### src/rtl/bmc_pkg.sv
package bmc_pkg;
   localparam int DATA_W  = 16;
   localparam int LANES   = DATA_W / 8;
   localparam int REG_AW  = 3;

   localparam logic [REG_AW-1:0] RA_CTRL    = 3'd0;
   localparam logic [REG_AW-1:0] RA_ADDR_LO = 3'd1;
   localparam logic [REG_AW-1:0] RA_ADDR_HI = 3'd2;
   localparam logic [REG_AW-1:0] RA_DATA_LO = 3'd3;
   localparam logic [REG_AW-1:0] RA_DATA_HI = 3'd4;
   localparam logic [REG_AW-1:0] RA_MASK_LO = 3'd5;
   localparam logic [REG_AW-1:0] RA_MASK_HI = 3'd6;

   // control register layout, bit 0 last
   typedef struct packed {
      logic size_word;
      logic size_en;
      logic dir_read;
      logic dir_en;
      logic tag_mode;
      logic data_en;
   } ctrl_t;
endpackage

### src/rtl/bmc_cfg_regs.sv
module bmc_cfg_regs
   import bmc_pkg::*;
#(
   parameter int ADDR_W = 16
) (
   input  logic              clk,
   input  logic              rst_n,
   input  logic              lock,
   input  logic              wr_en,
   input  logic [REG_AW-1:0] wr_addr,
   input  logic [7:0]        wr_data,
   output ctrl_t             ctrl,
   output logic [ADDR_W-1:0] cmp_addr,
   output logic [DATA_W-1:0] cmp_data,
   output logic [DATA_W-1:0] cmp_mask
);
   logic [15:0] addr_r;
   logic        wr_ok;

   assign wr_ok = wr_en && !lock;

   always_ff @(posedge clk) begin
      if (!rst_n) begin
         ctrl     <= '0;
         addr_r   <= '0;
         cmp_data <= '0;
         cmp_mask <= '0;
      end else if (wr_ok) begin
         case (wr_addr)
            RA_CTRL:    ctrl           <= ctrl_t'(wr_data[$bits(ctrl_t)-1:0]);
            RA_ADDR_LO: addr_r[7:0]    <= wr_data;
            RA_ADDR_HI: addr_r[15:8]   <= wr_data;
            RA_DATA_LO: cmp_data[7:0]  <= wr_data;
            RA_DATA_HI: cmp_data[15:8] <= wr_data;
            RA_MASK_LO: cmp_mask[7:0]  <= wr_data;
            RA_MASK_HI: cmp_mask[15:8] <= wr_data;
            default: ;
         endcase
      end
   end

   assign cmp_addr = addr_r[ADDR_W-1:0];

   generate
      if (ADDR_W < 16) begin : g_unused_hi
         logic unused_hi;
         assign unused_hi = ^addr_r[15:ADDR_W];
      end
   endgenerate
endmodule

### src/rtl/bmc_data_match.sv
module bmc_data_match
   import bmc_pkg::*;
(
   input  logic [DATA_W-1:0] bus_data,
   input  logic [DATA_W-1:0] cmp_data,
   input  logic [DATA_W-1:0] cmp_mask,
   input  logic              word_acc,
   input  logic              odd_addr,
   output logic              data_hit
);
   logic [LANES-1:0] lane_ok;
   logic [LANES-1:0] lane_used;

   generate
      for (genvar g = 0; g < LANES; g++) begin : g_lane
         // lane 0 (bits 7:0) is the odd byte, lane 1 (bits 15:8) the even byte
         localparam logic SEL_ODD = (g == 0);
         logic [7:0] diff;
         assign diff         = (bus_data[g*8 +: 8] ^ cmp_data[g*8 +: 8]) & cmp_mask[g*8 +: 8];
         assign lane_ok[g]   = (diff == 8'h00);
         assign lane_used[g] = word_acc || (odd_addr == SEL_ODD);
      end
   endgenerate

   assign data_hit = &(lane_ok | ~lane_used);
endmodule

### src/rtl/bmc_qualify.sv
module bmc_qualify
   import bmc_pkg::*;
(
   input  ctrl_t ctrl,
   input  logic  addr_hit,
   input  logic  data_hit,
   input  logic  rnw,
   input  logic  word_acc,
   output logic  hit
);
   logic data_ok, dir_ok, size_ok;

   always_comb begin
      data_ok = !(ctrl.data_en && !ctrl.tag_mode) || data_hit;
      dir_ok  = !ctrl.dir_en  || (rnw == ctrl.dir_read);
      size_ok = !ctrl.size_en || (word_acc == ctrl.size_word);
      hit     = addr_hit && data_ok && dir_ok && size_ok;
   end
endmodule

### src/rtl/bus_match_cmp.sv
module bus_match_cmp
   import bmc_pkg::*;
#(
   parameter int ADDR_W = 16
) (
   input  logic              clk,
   input  logic              rst_n,
   input  logic              arm,
   input  logic              cfg_we,
   input  logic [2:0]        cfg_addr,
   input  logic [7:0]        cfg_wdata,
   input  logic              bus_valid,
   input  logic [ADDR_W-1:0] bus_addr,
   input  logic [15:0]       bus_data,
   input  logic              bus_rnw,
   input  logic              bus_word,
   output logic              match_pulse,
   output logic              match_tagged
);
   generate
      if (ADDR_W < 2 || ADDR_W > 16) begin : g_bad_aw
         $error("bus_match_cmp: ADDR_W must lie in 2..16");
      end
   endgenerate

   ctrl_t             ctrl_q;
   logic [ADDR_W-1:0] cmp_addr_q;
   logic [DATA_W-1:0] cmp_data_q;
   logic [DATA_W-1:0] mask_q;
   logic              data_hit;
   logic              hit;

   bmc_cfg_regs #(.ADDR_W(ADDR_W)) u_regs (
      .clk      (clk),
      .rst_n    (rst_n),
      .lock     (arm),
      .wr_en    (cfg_we),
      .wr_addr  (cfg_addr),
      .wr_data  (cfg_wdata),
      .ctrl     (ctrl_q),
      .cmp_addr (cmp_addr_q),
      .cmp_data (cmp_data_q),
      .cmp_mask (mask_q)
   );

   bmc_data_match u_data (
      .bus_data (bus_data),
      .cmp_data (cmp_data_q),
      .cmp_mask (mask_q),
      .word_acc (bus_word),
      .odd_addr (bus_addr[0]),
      .data_hit (data_hit)
   );

   bmc_qualify u_qual (
      .ctrl     (ctrl_q),
      .addr_hit (bus_addr == cmp_addr_q),
      .data_hit (data_hit),
      .rnw      (bus_rnw),
      .word_acc (bus_word),
      .hit      (hit)
   );

   always_ff @(posedge clk) begin
      if (!rst_n) begin
         match_pulse  <= 1'b0;
         match_tagged <= 1'b0;
      end else begin
         match_pulse  <= arm && bus_valid && hit;
         match_tagged <= arm && bus_valid && hit && ctrl_q.tag_mode;
      end
   end
endmodule

### config.mk
export PLATFORM = sky130hd
export DESIGN_NAME = bus_match_cmp
export DESIGN_NICKNAME = d
export VERILOG_FILES = /design/src/rtl/bmc_pkg.sv /design/src/rtl/bmc_cfg_regs.sv /design/src/rtl/bmc_data_match.sv /design/src/rtl/bmc_qualify.sv /design/src/rtl/bus_match_cmp.sv
export SDC_FILE = /design/constraint.sdc
export NUM_CORES = 1
export LEC_CHECK = 0
export ABC_CLOCK_PERIOD_IN_PS = 4400
export CORE_MARGIN = 2
export CORE_UTILIZATION = 45
export CTS_BUF_LIST = sky130_fd_sc_hd__clkbuf_8
export DETAILED_ROUTE_END_ITERATION = 10
export DONT_BUFFER_PORTS = 1
export SETUP_SLACK_MARGIN = 0.3
export SYNTH_ARGS = -nofsm -noshare
export SYNTH_HDL_FRONTEND = slang
export SYNTH_HIERARCHICAL = 1
export SYNTH_SLANG_ARGS = --single-unit
### constraint.sdc
create_clock -name clk -period 4.4 [get_ports clk]
set_input_delay 0.44 -clock clk [delete_from_list [all_inputs] [get_ports clk]]
set_output_delay 0.44 -clock clk [all_outputs]
set_load 0.05 [all_outputs]
Yosys cells after proc, flatten, opt, wreduce, memory -nomap -nowiden:

Cells that the tools add are included.
Widths: inputs -> output; s select.

* register bits after elaboration: 56
* bits of input ports: 50
* output and inout bits: 2
* logic and storage cells: 59

* equal/unequal tests: 9
* bitwise gates (word level): 7
* reductions and logical operators: 29

Operators by type and width (count)
* $and 8x8->8: 2
* $eq 16x16->1: 1
* $logic_not 8->1: 2
* $reduce_and 2->1: 8
* $xor 8x8->8: 2
* $eq 3x3->1 const B: 3
* $logic_and 1x1->1: 8
* $eq 3x2->1 const B: 2
* $logic_not 1->1: 5
* $logic_or 1x1->1: 5
* $eq 3x1->1 const B: 1
* $logic_not 3->1: 1
* $eq 1x1->1: 2
* $not 2->2: 1
* $or 2x2->2: 1
* $not 1->1: 1

Longest topological paths before layout:

Gate-level depths: netlist of run 1.

* depth in word-level cells: 11
* depth in mapped cells: 10
* depth with buffers taken out: 10

Cells and area by module:

The synthesis of run 1 kept the hierarchy.

By module, submodules not included
* bmc_cfg_regs: times used 1, cells an instance 193, area each 2039.5 um2, sequential area each 1081.0 um2
* bus_match_cmp: times used 1, cells an instance 25, area each 232.7 um2, sequential area each 40.0 um2
* bmc_data_match: times used 1, cells an instance 28, area each 230.2 um2, sequential area each 0.0 um2
* bmc_qualify: times used 1, cells an instance 6, area each 38.8 um2, sequential area each 0.0 um2

Least setup slack after synthesis of run 1:

No wires, ideal clock.

* path kind: input-to-reg
* from: input port bus_data[7]
* to: register match_tagged
* setup time: 59 ps
* arrival time: 1742 ps
* data required time: 4341 ps
* setup slack: 2599 ps
* cell stages on the path: 10
* path buffers: 0
* cells stage by stage: xor2_1 a22oi_1 nand4_1 mux2_2 o22ai_1 nor2_1 nand2_1 and3_1 and4_1 and2_1

* longest elaborated chain between the ends: 11

Ends and longest elaborated chain
* start: declaration: RTL line bus_match_cmp.sv:14 `input logic [15:0] bus_data,`
* $xor 8x8->8: RTL line bmc_data_match.sv:19 `assign diff = (bus_data[g*8 +: 8] ^ cmp_data[g*8 +: 8]) & cmp_mask[g*8 +: 8];`
* $and 8x8->8: RTL line bmc_data_match.sv:19
* $logic_not 8->1: RTL line bmc_data_match.sv:20 `assign lane_ok[g] = (diff == 8'h00);`
* $or 2x2->2: RTL line bmc_data_match.sv:25 `assign data_hit = &(lane_ok | ~lane_used);`
* $reduce_and 2->1: RTL line bmc_data_match.sv:25
* net data_hit: RTL line bus_match_cmp.sv:30 `logic data_hit;`
* $logic_or 1x1->1: RTL line bmc_qualify.sv:14 `data_ok = !(ctrl.data_en && !ctrl.tag_mode) || data_hit;`
* $logic_and 1x1->1 (3 in series): RTL line bmc_qualify.sv:17 `hit = addr_hit && data_ok && dir_ok && size_ok;`
* net hit: RTL line bus_match_cmp.sv:31 `logic hit;`
* $logic_and 1x1->1 (2 in series): RTL line bus_match_cmp.sv:70 `match_tagged <= arm && bus_valid && hit && ctrl_q.tag_mode;`
* end signal: assignment: RTL line bus_match_cmp.sv:70
* end: declaration: RTL line bus_match_cmp.sv:18 `output logic match_tagged`

The timed path passes the listed nets, and every way through them passes these cells.
A chain may end at the register's enable or synchronous reset.

Worst setup path after layout of run 1:

* from: register u_regs.cmp_data[9]
* to: register match_tagged

* longest elaborated chain between the ends: 11

Ends and longest elaborated chain
* start: declaration: RTL line bmc_cfg_regs.sv:14 `output logic [DATA_W-1:0] cmp_data,`
* start signal: assignment: RTL line bmc_cfg_regs.sv:34 `RA_DATA_HI: cmp_data[15:8] <= wr_data;`
* $xor 8x8->8: RTL line bmc_data_match.sv:19
* $and 8x8->8: RTL line bmc_data_match.sv:19
* $logic_not 8->1: RTL line bmc_data_match.sv:20
* $or 2x2->2: RTL line bmc_data_match.sv:25
* $reduce_and 2->1: RTL line bmc_data_match.sv:25
* net data_hit: RTL line bus_match_cmp.sv:30
* $logic_or 1x1->1: RTL line bmc_qualify.sv:14
* $logic_and 1x1->1 (3 in series): RTL line bmc_qualify.sv:17
* net hit: RTL line bus_match_cmp.sv:31
* $logic_and 1x1->1 (2 in series): RTL line bus_match_cmp.sv:70

The timed path passes the listed nets, and every way through them passes these cells.

==> impl_metrics.yaml, run 1 <==
sta:
  setup_viol: 0
  period_minus_slack_ns: 1.94
  hold_violations: 0
  max_freq_mhz: 516
  worst_slew_pin_slew_ns: 0.896
  fin_skew_ns: 0.00868
  maxSlewHeadroom: 0.400
  rsz0062_at_grt: "no"
  setup_ws_ns: 2.46
  tns_ns: 0
  finalCritPeriodShare: 0.440
  slew_viol_final: 0
synthesis:
  synth.distinct_cells: 23
  seq_area_frac_synth: 0.441
  ys_seq_elements: 56
  syn_nets: 302
  synth_top_flop_cell: "dfxtp_1"
  synth_top_family_by_area: "multiplexers"
  synth_fa_ha_area_frac: 0
  syn_avg_cell_area_um2: 10.1
  synth_xor_area_frac: 0.117
  synth_warnings: 6
  synth_compound_area_frac: 0.0290
  yosys-top-cells-count: "nand2_1, dfxtp_1, mux2i_1"
  synthMuxAreaShare: 0.217
  syn_inst: 252
  synth_most_common_cell: "nand2_1"
  syn_area_um2: 2540
  yosysTopAreaCellShare: 0.441
  synth_edf_count: 0
  yosysTopAreaCell: "dfxtp_1"
  yosys-top-cells-area: "dfxtp_1, mux2i_1, nand2_1"
  async_reset_ff_frac: 0
  synthSimpleGateAreaFrac: 0.161
global_route:
  antenna_found_initial: 0
  grt_first_pass_wirelength_mm: 8.42
  grt_overflow: 0
  grt.total_usage: 0.178
  grt_max_degree: 64
  grt_pass1_vias: 1649
cells_and_area:
  nNetsFinal: 296
  layout-drive-gt1-share: 0.0607
  syn_to_final_growth_pct: 4.83
  diodes: 0
clock_tree:
  post_cts_resized: 0
  clk_latency_ns: 0.31
  cts_root_buffer: "clkbuf_8"
  htree_levels: 2
  clk_pin_slew_ns: 0.10
  cts_setup_buffers: 0
  cts_tree: "built"
  clk_path_buf_depth: 2
  numCtsBuffers: 5
  ctsHoldBuffers: 0
  cts.sinks: 56
placed_design:
  dp_slack_ns: 2.37
  hpwl_mm: 3.74
  gp_congestion: 0.705
  place.port_buffers: 0
floorplanning:
  fp.coreArea_um2: 5470
  die_w_um: 79.1
  initial_utilization: 0.464
  die_height_um: 79.1
  ioPinCount: 52
  rows: 27
  dieArea_um2: 6260
min_path:
  min_path_type: "input port to flip-flop"
drt:
  drt_iter0_drc: 93
  drt_first_pass_iters: 4
  drc: 0
  ant_nets: 0
  wl_per_cell_um: 16.7
  routed_via_density: 5.13
  num_vias: 1636
  wirelength_mm: 5.32
setup_path:
  arrival_ns: 2.19
  worstPathMaxFanout: 2
  worstPathRequired_ns: 4.66
  crit_type: "flip-flop to flip-flop"
  endpoint_kind: "flip-flop"
  crit_path_start_kind: "flip-flop"
power_and_ir_drop:
  irDropWorstVdd_v: 0.000189
  p_per_area_nw_per_um2: 347
  power_leakage_nw: 1.13
flow_run:
  max_cap_viol_count: 0
run_status:
  status: "finished clean"
## final timing paths
kind,cells after the start,start,to,slack (ns)
worst max-delay path,10,u_regs/cmp_data[9],match_tagged,2.46
worst min-delay path,2,rst_n,u_regs/cmp_addr[7],0.28
worst max register to register,10,u_regs/cmp_data[9],match_tagged,2.46
worst min register to register,2,u_regs/cmp_mask[0],u_regs/cmp_mask[0],0.46
## stage by stage
step / hold WS (ns) / cells / power [mW] / utilization / area (µm²)
after floorplan: 0.434 / 252 / 0.575 / - / 2540
after global placement: 0.442 / 311 / 0.577 / 0.465 / 2540
after detailed placement: 0.449 / 311 / 0.578 / 0.465 / 2540
after CTS: 0.261 / 319 / 0.931 / 0.487 / 2660
after global routing: 0.261 / 319 / 0.954 / 0.487 / 2660
final: 0.277 / 319 / 0.923 / 0.487 / 2660
## cells in the final DEF (no fill, tap or decap)
cell / instances
nand4_1: 6
and2_1: 1
bufinv_16: 1
and3_1: 2
xor2_1: 18
mux2_2: 1
nand2_1: 63
a22oi_1: 9
nor4_2: 1
clkinv_4: 1
and4_1: 1
nor3b_2: 2
clkbuf_8: 6
dfxtp_1: 56
nand2b_4: 1
nor3b_4: 1
mux2i_1: 54
nand3b_1: 3
nand2_2: 1
nor2_1: 2
o22ai_1: 1
xnor2_1: 16
## area by class of cell
type | instances | area, µm²
fillers | 558 | 2810
flip-flops and latches | 56 | 1120
clock buffers | 6 | 82.6
multi-input cells | 183 | 1330
well taps | 72 | 90.1
clock inverters | 2 | 38.8
## power breakdown
| group | internal, mW | switching, mW | leakage [nW] |
|---|---|---|---|
| clock network | 0.186 | 0.171 | 0.0614 |
| registers | 0.513 | 0.00383 | 0.452 |
| logic | 0.0228 | 0.0264 | 0.614 |
## worst max-delay path: stages, from the launching register on
cell and delay, ns:
dfxtp_1 0.33, xor2_1 0.16, a22oi_1 0.22, nand4_1 0.15
mux2_2 0.28, o22ai_1 0.18, nor2_1 0.06, nand2_1 0.06
and3_1 0.13, and4_1 0.19, and2_1 0.11
## logic make-up (layout without fill, tap and decap cells)
logic type,after synthesis,in the layout
AO/OA/AOI/OAI,10,10
XOR/XNOR,34,34
buffers and inverters,13,8
flip-flops,56,56
multiplexers,55,55
AND/OR/NAND/NOR,84,84
## flip-flops by register name (all words and copies together), names as in the netlist
| name | cells |
|---|---|
| u_regs/cmp_addr | 16 |
| u_regs/cmp_mask | 16 |
| match_pulse | 1 |
| u_regs/cmp_data | 16 |
| u_regs/ctrl | 6 |
| match_tagged | 1 |
## layer usage
metal	part of all wire	vias up	track usage
met5	0	-	0
met4	0.010	0	0.0466
met3	0.057	6	0.0523
met2	0.45	42	0.276
met1	0.48	755	0.243
li1	-	833	-
(Power assumes the default switching activity.)
==> inputs of run 2 (changes only) <==
--- a/config.mk
+++ b/config.mk
@@ -5,7 +5,8 @@
 export SDC_FILE = /design/constraint.sdc
 export NUM_CORES = 1
 export LEC_CHECK = 0
-export ABC_CLOCK_PERIOD_IN_PS = 4400
+export ABC_AREA = 1
+export ABC_CLOCK_PERIOD_IN_PS = 1800
 export CORE_MARGIN = 2
 export CORE_UTILIZATION = 45
 export CTS_BUF_LIST = sky130_fd_sc_hd__clkbuf_8
==> constraint.sdc (replaced) <==
create_clock -name clk -period 1.8 [get_ports clk]
set_input_delay 0.18 -clock clk [delete_from_list [all_inputs] [get_ports clk]]
set_output_delay 0.18 -clock clk [all_outputs]
set_load 0.05 [all_outputs]
==> run 2 against run 1 <==
Effect of this change:
- sequential power up 150%
- synthesized cell count up 92%
- clock skew down 0.0025 ns
- highest routed layer unchanged
- power up 150%
- critical path type unchanged
- utilization up 0.49 points
- global-route usage up 2.4 points
- non-clock buffer count up 4
- register-to-register slack worse by 2.1 ns
- final area up 17%
- largest cell class unchanged
- via count up 62%
==> impl_metrics.yaml, run 2 <==
run_status:
  status: "finished clean"
setup_path:
  r2r_end: "match_pulse"
  cpMaxStageDelayCell: "dfxtp_1"
  reg2reg_depth: 14
  path_cells: "nand2_1, nand3_1, nand2_1, nor2_1, nand2_1, nand2_1, nand2_1, inv_1, inv_1, nand3b_1, nand3_1, nor2_1, nand2_1, nor2_1"
  r2r-start: "u_regs/cmp_data[5]"
  slowest_delay_ns: 0.36
  arrival_ns: 1.69
  critPathMostFrequentCell: "nand2_1"
  worstPathMaxFanout: 3
  worstPathRequired_ns: 2.03
  crit_type: "flip-flop to flip-flop"
  endpoint_kind: "flip-flop"
  crit_path_start_kind: "flip-flop"
  worst-r2r-setup-slack_ns: 0.34
floorplanning:
  die_w_um: 84.6
  ioPinCount: 52
  die_height_um: 84.6
  initial_utilization: 0.463
  fp.coreArea_um2: 6310
  dieArea_um2: 7150
  rows: 29
drt:
  drc: 0
  drt_iter0_drc: 142
  routed_via_density: 4.75
  wirelength_mm: 6.77
  wl_per_cell_um: 12.1
  drt_first_pass_iters: 5
  num_vias: 2655
  ant_nets: 0
synthesis:
  seq_area_frac_synth: 0.384
  syn_nets: 534
  syn_avg_cell_area_um2: 6.03
  yosys-top-cells-count: "nand2_1, nor2_1, inv_1"
  syn_inst: 484
  synth_most_common_cell: "nand2_1"
  yosys-top-cells-area: "dfxtp_1, nand2_1, nor2_1"
  synth_warnings: 6
  synth.distinct_cells: 16
  ys_seq_elements: 56
  async_reset_ff_frac: 0
  yosysTopAreaCellShare: 0.384
  synth_edf_count: 0
  syn_area_um2: 2920
  synth_top_flop_cell: "dfxtp_1"
  yosysTopAreaCell: "dfxtp_1"
sta:
  maxSlewHeadroom: 0.641
  period_minus_slack_ns: 1.46
  finalCritPeriodShare: 0.808
  fin_skew_ns: 0.00619
  hold_violations: 0
  rsz0062_at_grt: "yes"
  worst_slew_pin_slew_ns: 0.537
  slew_viol_final: 0
  setup_viol: 0
  tns_ns: 0
  max_freq_mhz: 687
  setup_ws_ns: 0.345
power_and_ir_drop:
  irDropWorstVdd_v: 0.000411
  p_per_area_nw_per_um2: 730
  power_leakage_nw: 1.41
global_route:
  grt_first_pass_wirelength_mm: 11.6
  grt_overflow: 0
  grt_pass1_vias: 2497
  antenna_found_initial: 0
  grt_max_degree: 55
  grt.total_usage: 0.203
clock_tree:
  cts_tree: "built"
  cts_root_buffer: "clkbuf_8"
  clk_path_buf_depth: 2
  cts.sinks: 56
  numCtsBuffers: 5
  clk_latency_ns: 0.31
  htree_levels: 2
  clk_pin_slew_ns: 0.10
  cts_setup_buffers: 0
cells_and_area:
  utilization: 0.492
  regArea_um2: 1130
  final_cell_mix: "nand2_1, nor2_1, inv_1, dfxtp_1, nand3_1"
  nNetsFinal: 532
  n_fill_cell: 702
  final_common_cell: "nand2_1"
  layout-drive-gt1-share: 0.0539
  diodes: 0
  syn_to_final_growth_pct: 6.30
  multi_input_area_um2: 1510
placed_design:
  dp_slack_ns: 0.336
  hpwl_mm: 4.78
  place.port_buffers: 0
  gp_congestion: 0.755
min_path:
  whs_endpoint: "match_tagged"
  hold_start: "rst_n"
  hold_depth: 2
  min_path_type: "input port to flip-flop"
flow_run:
  max_cap_viol_count: 0
## run 2: cell types whose count changed after synthesis, moves of 5 or more
cell and delta:
nor2_1 +116, xnor2_1 -5, xor2_1 -18, nand3_1 +47, nand4_1 -6, mux2i_1 -54, nand2_1 +97, a21oi_1 +8
a22oi_1 -9, inv_1 +62
## run 2: through the flow
step	total power [mW]	instance area, µm²	instances	hold WS (ns)
floorplan	1.50	2920	484	0.323
global placement	1.53	2970	551	0.311
detailed placement	1.53	2970	551	0.312
CTS	2.29	3090	559	0.0158
global route	2.38	3100	559	0.0438
finish	2.27	3100	559	0.0373
## run 2: cell type report
type	count	share of cell area
Multi-Input combinational cell	353	0.486
Sequential cell	56	0.364
Inverter	62	0.0750
Clock buffer	7	0.0310
Tap cell	77	0.0310
Timing Repair Buffer	4	0.0137
## run 2: worst max path at each step
stage	from	endpoint	slack [ns]	depth (start not counted)
after floorplan	u_regs/cmp_data[9]	match_tagged	0.53	14
after global placement	u_regs/cmp_data[8]	match_tagged	0.36	14
after detailed placement	u_regs/cmp_data[8]	match_tagged	0.34	14
after CTS	u_regs/cmp_data[8]	match_tagged	0.30	14
after global routing	u_regs/cmp_data[2]	match_tagged	0.17	15
final	u_regs/cmp_data[5]	match_pulse	0.34	14
## run 2: where the power goes
part,internal (mW),total [mW],switching (mW)
combinational,0.0868,0.245,0.158
clock,0.344,0.739,0.395
sequential,1.26,1.28,0.0161
## run 2: routing by layer
metal	wire, µm	track usage
met3	593	0.0590
met4	95	0.0563
met2	3100	0.331
met1	2980	0.262
met5	0	0
## run 2: worst max-delay path: cells and delay by family (launching register included)
family / cells / cell delay [ns]
buf+inv: 2 / 0.08
flops: 1 / 0.36
simple gates: 12 / 0.94
## run 2: kinds of logic after synthesis
logic type,Yosys count,synth area share
flops,56,0.384
simple gates,334,0.466
buf+inv,75,0.103
compound gates,8,0.0137
xor+xnor,11,0.0330
## run 2: timing repair
item / CTS / global route
hold endpoints to repair: 54 / 0
hold buffers: 1 / 0
setup endpoints to repair: 0 / 2
gates resized for setup: 0 / 9
==> inputs of run 3 (changes only) <==
--- a/config.mk
+++ b/config.mk
@@ -5,8 +5,8 @@
 export SDC_FILE = /design/constraint.sdc
 export NUM_CORES = 1
 export LEC_CHECK = 0
-export ABC_AREA = 1
-export ABC_CLOCK_PERIOD_IN_PS = 1800
+export ABC_AREA = 0
+export ABC_CLOCK_PERIOD_IN_PS = 1300
 export CORE_MARGIN = 2
 export CORE_UTILIZATION = 45
 export CTS_BUF_LIST = sky130_fd_sc_hd__clkbuf_8
==> constraint.sdc (replaced) <==
create_clock -name clk -period 1.3 [get_ports clk]
set_input_delay 0.13 -clock clk [delete_from_list [all_inputs] [get_ports clk]]
set_output_delay 0.13 -clock clk [all_outputs]
set_load 0.05 [all_outputs]
==> run 3 against run 2 <==
Effect of this change:
- the flow now finishes with violations (hold timing, setup timing)
- register-to-register slack worse by 0.88 ns
- critical path depth is 4 lower
- utilization is 0.76 points higher
- cell count is 42% lower
- sequential share of layout area is 5.0 points higher
- largest power group unchanged
- highest routed layer unchanged
- clock skew is 0.0026 ns higher
- power is 35% higher
- global-route usage is 2.4 points lower
- critical endpoint is now match_tagged
==> impl_metrics.yaml, run 3 (same netlist as run 1, synthesis figures left out) <==
run_status:
  violations: "hold timing, setup timing"
  status: "finished, violations left"
power_and_ir_drop:
  power_leakage_nw: 1.17
  irDropWorstVdd_v: 0.000470
  p_total_mw: 3.05
  p_per_area_nw_per_um2: 1120
setup_path:
  endpoint_kind: "flip-flop"
  worst-r2r-setup-slack_ns: -0.54
  crit_path_start_kind: "flip-flop"
  arrival_ns: 2.10
  worstPathRequired_ns: 1.56
  worstPathMaxFanout: 2
  crit_type: "flip-flop to flip-flop"
cells_and_area:
  layout-drive-gt1-share: 0.118
  final_common_cell: "nand2_1"
  diodes: 0
  nNetsFinal: 304
  finalInstanceArea_um2: 2730
  stdcell_count: 327
  utilization: 0.499
  syn_to_final_growth_pct: 7.53
  final_cell_mix: "nand2_1, mux2i_1, dfxtp_1, xor2_1, xnor2_1"
sta:
  slew_viol_final: 0
  maxSlewHeadroom: 0.685
  setup_ws_ns: -0.538
  hold_violations: 54
  worst_slew_pin_slew_ns: 0.472
  rsz0062_at_grt: "yes"
  finalCritPeriodShare: 1.41
  hold_slack_ns: -0.0461
  max_freq_mhz: 544
  period_minus_slack_ns: 1.84
  setup_viol: 2
  fin_skew_ns: 0.00884
clock_tree:
  cts.sinks: 56
  cts_setup_buffers: 0
  clk_path_buf_depth: 2
  htree_levels: 2
  cts_tree: "built"
  cts_root_buffer: "clkbuf_8"
  clk_pin_slew_ns: 0.10
  clk_latency_ns: 0.31
  ctsHoldBuffers: 1
  numCtsBuffers: 5
global_route:
  grt_max_degree: 64
  grt_first_pass_wirelength_mm: 8.54
  grt_overflow: 0
  grt.total_usage: 0.179
  grt_pass1_vias: 1660
  antenna_found_initial: 0
floorplanning:
  initial_utilization: 0.464
  fp.coreArea_um2: 5470
  die_height_um: 79.1
  ioPinCount: 52
  dieArea_um2: 6260
  rows: 27
  die_w_um: 79.1
drt:
  drt_iter0_drc: 70
  ant_nets: 0
  wirelength_mm: 5.25
  drc: 0
  wl_per_cell_um: 16.0
  routed_via_density: 5.11
  num_vias: 1672
  drt_first_pass_iters: 4
placed_design:
  hpwl_mm: 3.70
  dpl.cell_count: 318
  place.port_buffers: 0
  dpl-instance-area_um2: 2610
  gp_congestion: 0.755
flow_run:
  max_cap_viol_count: 0
min_path:
  min_path_type: "input port to flip-flop"
-- run 3: layer usage --
metal | up-vias | GRT usage | routed length [µm]
li1 | 849 | - | -
met5 | - | 0 | 0
met3 | 7 | 0.0409 | 268
met4 | 0 | 0.0724 | 80
met1 | 781 | 0.233 | 2420
met2 | 35 | 0.286 | 2480
-- run 3: through the flow --
step / setup slack, ns / hold WS [ns] / setup TNS [ns]
2_1_floorplan: -0.322 / 0.330 / -0.542
3_3_place_gp: -0.555 / 0.286 / -1.01
3_5_place_dp: -0.570 / 0.289 / -1.03
4_1_cts: -0.569 / -0.0489 / -1.03
5_1_grt: -0.679 / -0.0511 / -1.23
6_report: -0.538 / -0.0461 / -0.974
-- run 3: cell type report --
class                      instances  area (µm²)
clock buffer                       5        68.8
clock inverter                     3        38.8
fill                             528        2740
multi-input combinational        183        1340
sequential                        56        1130
tap                               72        90.1
timing repair buffer               8        62.6
-- run 3: where the power goes --
group	total, mW	internal [mW]	leakage [nW]	switching (mW)
registers	1.75	1.74	0.456	0.0125
clock network	1.13	0.565	0.0593	0.561
logic	0.178	0.0889	0.656	0.0889
total	3.05	2.39	1.17	0.662
-- run 3: path summary, 6_finish.rpt --
check,startpoint,to,depth (start not counted)
max reg2reg,u_regs/cmp_data[9],match_tagged,10
min,rst_n,u_regs/cmp_addr[3],2
max,u_regs/cmp_data[9],match_tagged,10
min reg2reg,u_regs/cmp_mask[4],u_regs/cmp_mask[4],2
-- run 3: timing repair --
item,4_1_cts,5_1_grt
endpoints found under the hold margin,55,52
pin swaps,2,2
endpoints found under the setup margin,4,3
resized for setup,2,0
-- run 3: worst max-delay path, stage by stage, from the launching register on --
cell and delay, ns:
dfxtp_2 0.33, xor2_1 0.14, a22oi_1 0.21, nand4_1 0.20
mux2_4 0.31, o22ai_2 0.08, nor2_1 0.06, nand2_1 0.05
and3_1 0.13, and4_1 0.17, and2_1 0.11
